===== config.mk =====
export PLATFORM = sky130hd
export DESIGN_NAME = prefetch_queue
export DESIGN_NICKNAME = d
export VERILOG_FILES = /design/src/rtl/prefetch_queue.sv
export SDC_FILE = /design/constraint.sdc
export NUM_CORES = 1
export LEC_CHECK = 0
export ABC_AREA = 1
export BUFFER_PORTS_ARGS = -buffer_cell sky130_fd_sc_hd__buf_2
export CAP_MARGIN = 20
export CORE_MARGIN = 1
export CORE_UTILIZATION = 40
export DETAILED_ROUTE_END_ITERATION = 8
export PLACE_DENSITY_LB_ADDON = 0.2
export RECOVER_POWER = 100
export SETUP_SLACK_MARGIN = 0.3
export SLEW_MARGIN = 20
export SYNTH_ARGS = -nofsm -noshare
export SYNTH_HDL_FRONTEND = slang
export SYNTH_SLANG_ARGS = --single-unit

===== constraint.sdc =====
create_clock -name clk -period 12.9 [get_ports clk]
set_clock_uncertainty 0.05 [all_clocks]
set_input_delay 1.935 -clock clk [delete_from_list [all_inputs] [get_ports clk]]
set_output_delay 1.935 -clock clk [all_outputs]
set_load 0.005 [all_outputs]

===== src/rtl/prefetch_queue.sv =====
module prefetch_queue #(
  parameter int ADDR_W     = 32,
  parameter int LINE_BYTES = 16,
  parameter int TAG_W      = 2
) (
  input  logic                    clk,
  input  logic                    rst,
  input  logic [ADDR_W-1:0]       reset_vec,
  output logic                    mem_req,
  output logic [ADDR_W-1:0]       mem_addr,
  output logic [TAG_W-1:0]        mem_tag,
  input  logic                    mem_gnt,
  input  logic                    mem_rvalid,
  input  logic [8*LINE_BYTES-1:0] mem_rdata,
  input  logic [TAG_W-1:0]        mem_rtag,
  input  logic                    redirect,
  input  logic [ADDR_W-1:0]       redirect_addr,
  input  logic [1:0]              consume,
  output logic [23:0]             win_bytes,
  output logic                    win_valid,
  output logic [1:0]              win_count
);
  localparam int OFF_W  = $clog2(LINE_BYTES);
  localparam int LINE_W = 8 * LINE_BYTES;
  localparam int CNT_W  = OFF_W + 2;
  localparam int WIN    = 3;

  logic [LINE_W-1:0] line_q [2];
  logic [1:0]        full_q;
  logic              rd_sel, fill_sel, pending;
  logic [OFF_W-1:0]  rd_off;
  logic [ADDR_W-1:0] fetch_addr;
  logic [TAG_W-1:0]  epoch;

  logic [CNT_W-1:0]  avail;
  logic [1:0]        take;
  logic [OFF_W:0]    next_pos;
  logic              fill_ok;

  assign avail = !full_q[rd_sel] ? '0 :
                 CNT_W'(LINE_BYTES) - CNT_W'(rd_off) +
                 (full_q[~rd_sel] ? CNT_W'(LINE_BYTES) : CNT_W'(0));
  assign win_count = (avail >= CNT_W'(WIN)) ? 2'd3 : avail[1:0];
  assign win_valid = (win_count == 2'd3);

  for (genvar k = 0; k < WIN; k++) begin : g_win
    logic [OFF_W:0] pos;
    assign pos = {1'b0, rd_off} + (OFF_W+1)'(k);
    assign win_bytes[8*k +: 8] = pos[OFF_W] ? line_q[~rd_sel][8*pos[OFF_W-1:0] +: 8]
                                            : line_q[rd_sel][8*pos[OFF_W-1:0] +: 8];
  end

  assign take     = (consume > win_count) ? win_count : consume;
  assign next_pos = {1'b0, rd_off} + (OFF_W+1)'(take);
  assign fill_ok  = mem_rvalid && pending && (mem_rtag == epoch) && !redirect;

  assign mem_req  = !pending && !full_q[fill_sel] && !redirect;
  assign mem_addr = fetch_addr;
  assign mem_tag  = epoch;

  always_ff @(posedge clk) begin
    if (rst) begin
      full_q     <= '0;
      rd_sel     <= 1'b0;
      fill_sel   <= 1'b0;
      pending    <= 1'b0;
      epoch      <= '0;
      rd_off     <= reset_vec[OFF_W-1:0];
      fetch_addr <= {reset_vec[ADDR_W-1:OFF_W], {OFF_W{1'b0}}};
    end else if (redirect) begin
      full_q     <= '0;
      rd_sel     <= 1'b0;
      fill_sel   <= 1'b0;
      pending    <= pending && !mem_rvalid;
      epoch      <= epoch + 1'b1;
      rd_off     <= redirect_addr[OFF_W-1:0];
      fetch_addr <= {redirect_addr[ADDR_W-1:OFF_W], {OFF_W{1'b0}}};
    end else begin
      if (mem_req && mem_gnt) begin
        pending    <= 1'b1;
        fetch_addr <= fetch_addr + ADDR_W'(LINE_BYTES);
      end else if (mem_rvalid && pending) begin
        pending <= 1'b0;
      end
      if (fill_ok) begin
        line_q[fill_sel] <= mem_rdata;
        full_q[fill_sel] <= 1'b1;
        fill_sel         <= ~fill_sel;
      end
      if (next_pos[OFF_W]) begin
        full_q[rd_sel] <= 1'b0;
        rd_sel         <= ~rd_sel;
      end
      rd_off <= next_pos[OFF_W-1:0];
    end
  end

  a_r2_hold_req: assert property (@(posedge clk) disable iff (rst)
    mem_req && !mem_gnt |=> redirect || (mem_req && $stable(mem_addr)));

  a_r2_aligned: assert property (@(posedge clk) disable iff (rst)
    mem_req |-> mem_addr[OFF_W-1:0] == '0);

  a_r2_single: assert property (@(posedge clk) disable iff (rst)
    mem_req && mem_gnt |=> !mem_req);

  a_r6_full_idle: assert property (@(posedge clk) disable iff (rst)
    (&full_q) |-> !mem_req);

  a_r7_flush: assert property (@(posedge clk) disable iff (rst)
    redirect |=> win_count == 2'd0 && !win_valid);

  a_r8_stale: assert property (@(posedge clk) disable iff (rst)
    mem_rvalid && mem_rtag != epoch |=> (full_q & ~$past(full_q)) == 2'b00);
endmodule


==> results of run 1 <==
==> metal layers <==
metal	vias to the layer above	wire, um	share of wire (%)	track usage (%)
met5	-	23	0.027	0
met3	197	7704	9.2	4.625
met1	10350	33080	39	40.43
met2	1280	38830	46	50.57
li1	10270	-	-	-
met4	4	4472	5.3	16.04
==> state kept, by name, indices dropped and copies added, names as in the netlist, named ones only <==
register / flops
mem_tag: 2
pending: 1
line_q: 256
rd_sel: 1
rd_off: 4
fill_sel: 1
full_q: 2
mem_addr: 28
==> layout make-up <==
class	instances	share of cell area [%]
multi-input combinational	2269	43.68
clock buffer	45	4.298
tap	680	3.662
antenna	1	0.01077
clock inverter	23	1.104
timing repair buffer	283	5.666
inverter	232	3.797
sequential	296	37.78
==> cell families after synthesis <==
kind of cell | count (synthesis) | share of synthesized area (%)
flip-flops | 296 | 42.15
buffers and inverters | 434 | 9.227
adder cells (fa/ha/maj) | 10 | 0.6376
AND/OR/NAND/NOR | 2114 | 44.29
XOR/XNOR | 8 | 0.3729
AO/OA/AOI/OAI | 133 | 3.308
other | 1 | 0.01803
==> synth_stat cells, types with 4 or more instances <==
library cell,instances
o21ai_0,91
nor2_1,72
nand3_1,915
clkbuf_1,51
a31oi_1,6
buf_2,94
or2_2,4
ha_1,9
xnor2_1,6
and3_1,8
nor3_1,9
dfxtp_1,12
buf_4,42
inv_1,224
nand4_1,4
nand3b_1,9
edfxtp_1,284
inv_2,5
buf_1,13
nand2_1,1084
a21oi_1,28
==> critical path: stages (launching register included) <==
cell and delay [ps]:
dfxtp_1 1740, inv_6 690, ha_1 550, clkbuf_1 1930, inv_2 1190, nand3_1 390, nand3_1 260, nand2_1 130
nand2_1 50, nand2_1 180, clkbuf_1 160
==> where the power goes <==
| group | internal, mW | total, mW | switching, mW |
|---|---|---|---|
| Clock | 0.655 | 1.09 | 0.438 |
| Sequential | 1.07 | 1.10 | 0.0258 |
| Combinational | 0.164 | 0.575 | 0.411 |
==> cells in the final DEF (no fill, tap or decap), drive strengths merged, types with 2 or more instances in the layout <==
cell type,synthesis,layout
nand2,1084,1084
clkbuf,51,166
xnor2,7,7
or2,4,4
clkinvlp,0,2
conb,1,4
nor2,74,74
bufinv,0,5
inv,229,231
o211ai,2,2
o22ai,2,2
edfxtp,284,284
nand3b,9,9
and3,8,8
buf,151,162
a31oi,6,6
nand3,917,917
clkinv,3,17
o21ai,94,94
and2,3,3
ha,9,9
dfxtp,12,12
a21oi,28,28
nand4,4,4
nor3,10,10
==> path summary, 6_finish.rpt <==
kind	start	end
worst max-delay path	rd_off[0]	win_bytes[14]
worst min-delay path	pending	pending
worst max register to register	rd_off[0]	rd_off[2]
worst min register to register	pending	pending
==> run_results.csv, run 1 <==
group,metric,value,unit
layout,final_cells,3829,
run,maxCapViolations,6,
place,hpwlAfterDp,54680,um
floorplan,ioPinCount,263,
pwr,cellPowerDensity,118.9,nW/um^2
layout,fin_util,45.29,%
yosys,synth_top_area_share,41.00,%
global_route,grt_max_degree,129,
yosys,ys_warn_count,0,
sta,fin_setup_tns,0,ps
yosys,ys_seq_area_share,42.15,%
place,preCtsSetupSlack,6523,ps
route,totalWireLength,84110,um
floorplan,row_count,83,
yosys,yosysTopAreaCell,"edfxtp_1",
pwr,p_total,2.763,mW
sta,rsz0062_at_grt,"false",
sta,setup_violations,0,
route,avgRoutedWirePerCell,21.97,um
setup_path,r2r_slack,5340,ps
cts,cts_tree,"done",
yosys,syn_area_per_cell,6.943,um^2
setup_path,critPathCaptureType,"output pin",
global_route,first_global_vias,20610,
place,gp_congestion,0.9377,
setup_path,worstSetupStartpointType,"flop",
sta,fin_crit,9860,ps
setup_path,critPathRequiredTime,10910,ps
cts,h-tree-depth,2,
layout,seqCellArea,8777,um^2
sta,setup_ws,3040,ps
floorplan,core_area,51300,um^2
cts,clkLatencyLatePin,570,ps
yosys,synth.area.top_cells,"edfxtp_1 (41%), nand3_1 (22%), nand2_1 (20%)",
cts,clkTransAtPathRegs,60,ps
place,place_inst,3760,
sta,fmax,101.4,MHz
global_route,grt_antenna_before_repair,4,
cts,post_cts_resized,0,
yosys,ys_seq_elements,296,
setup_path,rr_worst_depth,17,
yosys,postSynthCellCount,2996,
hold_path,hold_path.class,"flop to flop",
hold_path,hold_depth,2,
setup_path,path_class,"flop to output pin",
cts,cts_buffers,37,
sta,slew_headroom,-461.8,%
yosys,ys.flop_type,"edfxtp_1",
setup_path,cp.arrival,7880,ps
yosys,netlist_area,20800,um^2
route,route.detailed.drc,0,
cts,cts_setup_buffers,0,
cts,cts-hold-fix-buffers,0,
cts,cts_num_sinks,296,
layout,final_area,23230,um^2
floorplan,start_util,40.55,%
cts,cts_max_path_buffers,3,
layout,areaGrowthSynthToFinish,11.68,%
layout,num-fill-cells,5304,
pwr,p_leak,10.21,nW
setup_path,cp_max_fo,87,
yosys,yosysUniqueCellTypes,38,
yosys,async_reset_ff_share,0,%
place,portBuffers,258,
pwr,ir_drop,0.1002,mV
outcome,outcome,"finished with violations",
sta,maxSlewViolCount,444,
cts,clockRootBuffer,"clkbuf_16",
route,ant_nets,0,
global_route,overflow,0,
route,vias,22100,
floorplan,die_h,230.1,um
sta,hold_violations,0,
layout,drive_gt1_share,7.814,%
floorplan,dieArea,52920,um^2
layout,multi_input_area,10150,um^2
route,drtIter0Drc,2307,
outcome,failed_checks,"capacitance limit, slew limit",
route,drtPass1Iterations,6,
layout,nets,3330,
place,placed_cell_area,22180,um^2
global_route,grt_usage,31.23,%
sta,worst_pin_slew,8427,ps
route,vias_per_cell,5.772,
sta,hold_ws,450.7,ps
global_route,grt_pass1_wl,126000,um
floorplan,die-width,230.1,um
sta,fin_crit_sh,76.44,%
yosys,synth-edff-count,284,
(Power assumes the default switching activity.)
==> run 2: changes to the inputs <==
==> constraint.sdc (replaced) <==
create_clock -name clk -period 9.5 [get_ports clk]
set_clock_uncertainty 0.05 [all_clocks]
set_input_delay 1.425 -clock clk [delete_from_list [all_inputs] [get_ports clk]]
set_output_delay 1.425 -clock clk [all_outputs]
set_load 0.005 [all_outputs]
==> run_results.csv, run 2 (synthesis results as in run 1) <==
group,metric,value,unit
global_route,grt_max_degree,97,
cts,post_cts_resized,0,
layout,final_cells,3825,
global_route,first_global_vias,20450,
route,drtIter0Drc,2436,
sta,worst_pin_slew,4293,ps
setup_path,crit_slowest_cell,"clkbuf_1",
cts,cts_max_path_buffers,3,
cts,cts_buffers,36,
route,vias_per_cell,5.786,
place,gp_congestion,0.9438,
place,hpwlAfterDp,54470,um
route,totalWireLength,83890,um
sta,setup_violations,0,
place,placed_cell_area,22150,um^2
floorplan,ioPinCount,263,
cts,clkLatencyLatePin,550,ps
hold_path,hold_depth,1,
place,place_inst,3761,
floorplan,core_area,51300,um^2
setup_path,critPathRequiredTime,8030,ps
sta,maxSlewViolCount,404,
layout,final_common_cell,"nand2_1",
floorplan,start_util,40.55,%
cts,cts_setup_buffers,0,
pwr,p_leak,10.15,nW
cts,h-tree-depth,2,
route,route.detailed.drc,0,
pwr,power.internal,2.572,mW
layout,num-fill-cells,5244,
setup_path,rr_startpoint,"rd_off[1]",
layout,areaGrowthSynthToFinish,11.52,%
route,avgRoutedWirePerCell,21.93,um
sta,fmax,125.4,MHz
sta,fin_crit_sh,83.97,%
cts,clkTransAtPathRegs,60,ps
pwr,ir_drop,0.1339,mV
global_route,grt_antenna_before_repair,2,
layout,largest_register,"line_q",
outcome,failed_checks,"capacitance limit, slew limit",
layout,nets,3330,
setup_path,worstSetupStartpointType,"flop",
setup_path,critPathMaxStageDelay,2360,ps
layout,mostFrequentLayoutCells,"nand2_1 (1,084), nand3_1 (914), edfxtp_1 (284), inv_1 (221), clkbuf_1 (136)",
setup_path,crit_path_frequent_cell,"clkbuf_1",
setup_path,worstReg2RegEnd,"rd_off[2]",
layout,largest_reg_flops,256,
setup_path,crit_chain,"inv_6 > buf_4 > clkbuf_1 > a31oi_1 > o21ai_0 > nand3_1 > clkbuf_1",
cts,cts_tree,"done",
place,preCtsSetupSlack,3240,ps
global_route,grt_usage,31.01,%
cts,cts-hold-fix-buffers,0,
floorplan,die-width,230.1,um
setup_path,rr_worst_depth,19,
global_route,overflow,0,
pwr,combPwrFrac,20.8,%
place,portBuffers,258,
setup_path,path_class,"flop to output pin",
setup_path,cp_max_fo,87,
pwr,p_clk_share,39.3,%
floorplan,row_count,83,
route,vias,22130,
pwr,power.net_switching,1.171,mW
pwr,cellPowerDensity,161.4,nW/um^2
setup_path,cp.arrival,6500,ps
floorplan,die_h,230.1,um
hold_path,holdCritStartpoint,"mem_tag[1]",
hold_path,hold_path.class,"flop to flop",
global_route,grt_pass1_wl,125100,um
layout,final_area,23200,um^2
setup_path,critPathCaptureType,"output pin",
layout,fin_util,45.22,%
run,maxCapViolations,8,
sta,fin_crit,7977,ps
setup_path,r2r_slack,2630,ps
sta,setup_ws,1523,ps
route,ant_nets,0,
cts,cts_num_sinks,296,
layout,drive_gt1_share,7.252,%
cts,clockRootBuffer,"clkbuf_16",
pwr,p_sw_share,31.29,%
sta,hold_violations,0,
outcome,outcome,"finished with violations",
pwr,seqPwrFrac,39.8,%
route,drtPass1Iterations,8,
sta,slew_headroom,-186.2,%
floorplan,dieArea,52920,um^2
hold_path,min_to,"mem_tag[1]",
sta,rsz0062_at_grt,"false",
==> run 2: power groups by stage <==
stage | logic [mW] | registers [mW] | clock network (mW)
6_report | 0.780 | 1.49 | 1.47
5_1_grt | 0.829 | 1.49 | 1.55
4_1_cts | 0.767 | 1.49 | 1.50
3_5_place_dp | 0.762 | 1.52 | 0
3_3_place_gp | 0.760 | 1.52 | 0
2_1_floorplan | 0.440 | 1.50 | 0
==> run 2: final cells by class <==
type	instances	area (um^2)	share of cell area, %
Clock inverter	24	307.8	1.327
Multi-Input combinational cell	2269	10140	43.72
Timing Repair Buffer	284	1300	5.603
Clock buffer	39	933.4	4.023
Sequential cell	296	8780	37.84
Tap cell	680	850.8	3.667
Antenna cell	1	2.502	0.01079
Inverter	232	882.1	3.802
==> run 2: routing by layer <==
metal	wire length (um)	global-route usage, %
met1	32870	39.85
met2	38800	51.40
met3	8130	4.663
met4	4092	14.07
met5	0	0
==> run 2: worst max-delay path by stage <==
stage | slack (ps) | end | startpoint | cells past startpoint
detailed placement | 3240 | win_bytes[15] | rd_off[0] | 12
global placement | 3330 | win_bytes[15] | rd_off[0] | 12
global route | 1420 | win_bytes[3] | rd_off[0] | 8
finish | 1520 | win_bytes[3] | rd_off[0] | 7
floorplan | -1870 | line_q[0][0] | rst | 3
CTS | 2630 | win_bytes[15] | rd_off[0] | 12
==> run 2: worst max-delay path, delay by kind of cell, from the launching register on <==
family | cells | cell delay [ps]
flip-flops | 1 | 610
AND/OR/NAND/NOR | 1 | 230
AO/OA/AOI/OAI | 2 | 1160
buffers and inverters | 4 | 3820
==> run 2: per-stage QoR <==
step | hold WS (ps) | TNS (ps) | power [mW]
detailed placement | 436.2 | 0 | 2.278
global route | 475.7 | 0 | 3.867
floorplan | 403.9 | -479590 | 1.937
global placement | 421.4 | 0 | 2.275
CTS | 449.7 | 0 | 3.756
finish | 444.8 | 0 | 3.743
